## config.mk

```make
export PLATFORM = sky130hd
export DESIGN_NAME = sysctl_regs
export DESIGN_NICKNAME = d
export VERILOG_FILES = /design/src/rtl/sysctl_pkg.sv /design/src/rtl/sysctl_decode.sv /design/src/rtl/sysctl_irq_bank.sv /design/src/rtl/sysctl_rdmux.sv /design/src/rtl/sysctl_regs.sv
export SDC_FILE = /design/constraint.sdc
export NUM_CORES = 1
export LEC_CHECK = 0
export ABC_AREA = 1
export BUFFER_PORTS_ARGS = -buffer_cell sky130_fd_sc_hd__buf_2
export CORE_UTILIZATION = 44
export CTS_CLUSTER_DIAMETER = 150
export DETAILED_ROUTE_END_ITERATION = 6
export PLACE_DENSITY_LB_ADDON = 0.05
export SLEW_MARGIN = 20
export SYNTH_ARGS = -nofsm -noshare
export SYNTH_HDL_FRONTEND = slang
export SYNTH_HIERARCHICAL = 1
export SYNTH_SLANG_ARGS = --single-unit
```

## constraint.sdc

```tcl
create_clock -name clk -period 1.15 [get_ports clk]
set_input_delay 0.23 -clock clk [delete_from_list [all_inputs] [get_ports clk]]
set_output_delay 0.23 -clock clk [all_outputs]
set_load 0.05 [all_outputs]
```

## src/rtl/sysctl_pkg.sv

```systemverilog
package sysctl_pkg;
   localparam int          OFS_W     = 6;
   localparam int          BYTE_W    = 8;
   localparam logic [5:0]  OFS_HALT  = 6'd0;
   localparam logic [5:0]  OFS_REQID = 6'd4;
   localparam logic [5:0]  OFS_IRQ   = 6'd8;
   localparam logic [5:0]  OFS_NCPU  = 6'd12;
endpackage

```

## src/rtl/sysctl_decode.sv

```systemverilog
module sysctl_decode
   import sysctl_pkg::*;
(
   input  logic [OFS_W-1:0] ofs,
   input  logic             wr,
   input  logic             rd,
   output logic             wr_halt,
   output logic             wr_irq,
   output logic             rd_reqid,
   output logic             rd_ncpu
);
   always_comb begin
      wr_halt  = wr && (ofs == OFS_HALT);
      wr_irq   = wr && (ofs == OFS_IRQ);
      rd_reqid = rd && (ofs == OFS_REQID);
      rd_ncpu  = rd && (ofs == OFS_NCPU);
   end
endmodule

```

## src/rtl/sysctl_irq_bank.sv

```systemverilog
module sysctl_irq_bank
   import sysctl_pkg::*;
#(
   parameter int NUM_CPU = 4
) (
   input  logic                      clk,
   input  logic                      rst_n,
   input  logic                      wr_irq,
   input  logic [1:0]                size,
   input  logic [BYTE_W-1:0]         port_sel,
   input  logic [BYTE_W-1:0]         level_in,
   output logic [NUM_CPU*BYTE_W-1:0] lines
);
   logic [BYTE_W-1:0] new_level;

   // a one-byte store carries no level byte, so level 0 is driven
   always_comb new_level = (size >= 2'd2) ? level_in : '0;

   for (genvar g = 0; g < NUM_CPU; g++) begin : g_line
      always_ff @(posedge clk) begin
         if (!rst_n)
            lines[g*BYTE_W +: BYTE_W] <= '0;
         else if (wr_irq && (int'(port_sel) == g))
            lines[g*BYTE_W +: BYTE_W] <= new_level;
      end
   end
endmodule

```

## src/rtl/sysctl_rdmux.sv

```systemverilog
module sysctl_rdmux
   import sysctl_pkg::*;
#(
   parameter int CPU_CFG = 0,
   parameter int ID_W    = 2
) (
   input  logic              clk,
   input  logic              rst_n,
   input  logic              rd_reqid,
   input  logic              rd_ncpu,
   input  logic [ID_W-1:0]   req_id,
   output logic [BYTE_W-1:0] rdata
);
   logic [BYTE_W-1:0] count_byte;

   if (CPU_CFG == 0) begin : g_cnt_default
      assign count_byte = 8'd1;
   end else begin : g_cnt_cfg
      assign count_byte = 8'(CPU_CFG);
   end

   always_ff @(posedge clk) begin
      if (!rst_n)
         rdata <= '0;
      else if (rd_reqid)
         rdata <= 8'(req_id);
      else if (rd_ncpu)
         rdata <= count_byte;
      else
         rdata <= '0;
   end
endmodule

```

## src/rtl/sysctl_regs.sv

```systemverilog
module sysctl_regs
   import sysctl_pkg::*;
#(
   parameter int NUM_CPU = 4,
   parameter int CPU_CFG = 0,
   localparam int ID_W   = (NUM_CPU > 1) ? $clog2(NUM_CPU) : 1
) (
   input  logic                      clk,
   input  logic                      rst_n,
   input  logic [OFS_W-1:0]          bus_ofs,
   input  logic                      bus_wr,
   input  logic                      bus_rd,
   input  logic [1:0]                bus_size,
   input  logic [15:0]               bus_wdata,
   input  logic [ID_W-1:0]           bus_req_id,
   output logic [BYTE_W-1:0]         bus_rdata,
   output logic                      halt_req,
   output logic [BYTE_W-1:0]         exit_code,
   output logic [NUM_CPU*BYTE_W-1:0] irq_level
);
   if (NUM_CPU < 1 || NUM_CPU > 256) begin : g_bad_num_cpu
      $error("sysctl_regs: NUM_CPU must lie in 1..256");
   end
   if (CPU_CFG < 0 || CPU_CFG > 255) begin : g_bad_cpu_cfg
      $error("sysctl_regs: CPU_CFG must lie in 0..255");
   end

   logic wr_halt, wr_irq, rd_reqid, rd_ncpu;

   sysctl_decode u_dec (
      .ofs      (bus_ofs),
      .wr       (bus_wr),
      .rd       (bus_rd),
      .wr_halt  (wr_halt),
      .wr_irq   (wr_irq),
      .rd_reqid (rd_reqid),
      .rd_ncpu  (rd_ncpu)
   );

   sysctl_irq_bank #(.NUM_CPU(NUM_CPU)) u_irq (
      .clk      (clk),
      .rst_n    (rst_n),
      .wr_irq   (wr_irq),
      .size     (bus_size),
      .port_sel (bus_wdata[15:8]),
      .level_in (bus_wdata[7:0]),
      .lines    (irq_level)
   );

   sysctl_rdmux #(.CPU_CFG(CPU_CFG), .ID_W(ID_W)) u_rd (
      .clk      (clk),
      .rst_n    (rst_n),
      .rd_reqid (rd_reqid),
      .rd_ncpu  (rd_ncpu),
      .req_id   (bus_req_id),
      .rdata    (bus_rdata)
   );

   always_ff @(posedge clk) begin
      if (!rst_n) begin
         halt_req  <= 1'b0;
         exit_code <= '0;
      end else if (wr_halt) begin
         halt_req  <= 1'b1;
         exit_code <= bus_wdata[15:8];
      end
   end
endmodule

```

==> flow_summary.json <==
{
  "cts_root_buf": "clkbuf_8",
  "synth_top_family_by_area": "simple AND/OR/NAND/NOR gates",
  "final_util_pct": 62.3,
  "grtUsageTotal_pct": 19.1,
  "start_util_pct": 46.9,
  "dieArea_mm2": 0.00505,
  "grt_start_max_net_pins": 31,
  "worst-path-max-fanout": 2,
  "ant_nets": 0,
  "clock_latency_ns": 0.29,
  "critPathCaptureType": "primary output",
  "finalNetCount": 413,
  "clkTransAtPathRegs_ns": 0.08,
  "route.detailed.drc": 9,
  "crit_chain": "buf_2",
  "die_y_um": 71.1,
  "synth_area_per_cell_um2": 6.91,
  "core_mm2": 0.00447,
  "cellPowerDensity_mw_per_mm2": 971,
  "drive_above_1_share_pct": 32.3,
  "grt_overflow_total": 0,
  "syn_inst": 304,
  "fmax_ghz": 0.895,
  "violations": "DRC",
  "cap_violations": 0,
  "synth.distinct_cells": 23,
  "yosysTopAreaCellShare_pct": 41.0,
  "routed_via_density": 4.59,
  "synth_compound_area_share_pct": 6.14,
  "routed_wl_mm": 4.53,
  "cts_max_level": 2,
  "n_antenna_cell": 0,
  "grt_pass1_vias": 1798,
  "hp-class": "primary input to flip-flop",
  "crit_family": "flip-flops",
  "synth-xor-area-share_pct": 0,
  "cpPeakStageDelay_ns": 0.33,
  "fillerInstances": 452,
  "routabilityCongestion": 0.793,
  "cp_slowest_cell": "dfxtp_1",
  "drv_slew": 0,
  "die_w_um": 71.1,
  "ys_seq_area_share_pct": 41.0,
  "ys_warn_count": 6,
  "ioPinCount": 79,
  "synthSimpleGateAreaFrac_pct": 38.3,
  "rows": 24,
  "dp_hpwl_mm": 3.29,
  "antenna_found_initial": 0,
  "finalSetupViolCount": 0,
  "synth.top_cells.by_area": "dfxtp_1 41%, nand2_1 13%, nor2_1 12%, nand3_1 6.7%, inv_1 5.9%",
  "ir_worst_vdd_v": 0.000521,
  "tns_ns": 0,
  "synth_top_area_cell": "dfxtp_1",
  "cts.hold.buffers_added": 0,
  "startpoint_type": "flip-flop",
  "final_common_cell": "nand2_1",
  "period_needed_ns": 1.12,
  "ys_ff_latch": 43,
  "leakagePower_nw": 1.42,
  "cts_sinks": 43,
  "synthAdderAreaFrac_pct": 0,
  "whs_ns": 0.180,
  "first_pass_iters": 7,
  "synth_mux_area_share_pct": 0,
  "port_buffers": 71,
  "hold_violations": 0,
  "power_w": 0.00270,
  "areaGrowthSynthToFinish_pct": 32.7,
  "critPathKind": "flip-flop to primary output",
  "path_buf_inv": 1,
  "final_cell_mix": "72 x nand2_1, 65 x nor2_1, 43 x dfxtp_1, 38 x buf_2, 32 x inv_1",
  "rsz0062_at_grt": "false",
  "vias": 2002,
  "cts_tree": "done",
  "cts_buffers": 5,
  "cts_buffer_depth": 2,
  "worstPathArrival_ns": 0.89,
  "worst_ep_required_time_ns": 0.92,
  "fin_worst_skew_ns": 0,
  "drtIter0Drc": 121,
  "netlist_area_mm2": 0.00210,
  "status": "finished with violations",
  "wire_per_inst_um": 10.4,
  "grt_pass1_wl_mm": 7.67,
  "finalCritPeriodShare_pct": 97.2
}
layer usage:
layer	up-vias	global-route usage (%)	share of wire [%]
met5	-	0	0
met4	0	6.44	0.51
met3	4	4.99	4.6
met2	51	31.5	47
met1	876	24.2	48
li1	1071	-	-
power breakdown:
part	internal [W]	switching [W]	total (W)	leakage (nW)
Sequential	0.00149	0.00000111	0.00149	0.346
Combinational	0.0000927	0.000187	0.000280	1.04
Clock	0.000424	0.000509	0.000934	0.0412
Total	0.00201	0.000698	0.00270	1.42
cell usage after synthesis (all sizes together):
library cell  instances
and3                  1
nand3                30
o21a                  1
inv                  34
nand2                77
conb                  1
buf                  17
nor2                 76
a21oi                22
clkbuf                2
dfxtp                43
sequential cells by signal, summed over array words and instances, names as in the netlist:
register,count
u_rd/rdata,2
halt_req,1
exit_code,8
u_irq/lines,32
through the flow:
stage | worst slack, ns | cell area, um2 | std cells
2_1_floorplan | -0.0340 | 2170 | 309
3_3_place_gp | -0.187 | 2620 | 428
3_5_place_dp | -0.227 | 2620 | 428
4_1_cts | 0.000108 | 2730 | 436
5_1_grt | 0.00180 | 2790 | 436
6_report | 0.0327 | 2790 | 436
cell families after synthesis:
| group | Yosys count |
|---|---|
| compound gates | 23 |
| buf+inv | 53 |
| flops | 43 |
| other cells | 1 |
| simple gates | 184 |
final cells by class:
cell class	instances	area (um2)	area share [%]
repair buffers	86	638	22.9
multi-input cells	213	1010	36.2
flip-flops and latches	43	861	30.9
well taps	52	65.1	2.33
clock inverters	2	12.5	0.449
inverters	34	128	4.58
clock buffers	6	72.6	2.60
worst paths after layout:
kind	from	endpoint	slack [ns]	cells after the start
min	bus_req_id[1]	u_rd/rdata[1]	0.18	2
max reg2reg	u_irq/lines[22]	u_irq/lines[22]	0.50	4
min reg2reg	halt_req	halt_req	0.46	1
max	exit_code[1]	exit_code[1]	0.03	1
repair_timing:
action / CTS / global route
gates resized for setup: 9 / 26
setup endpoints to repair: 9 / 24
setup buffers: 0 / 0
pin swaps: 0 / 0
Power figures use the tool's default switching activity.
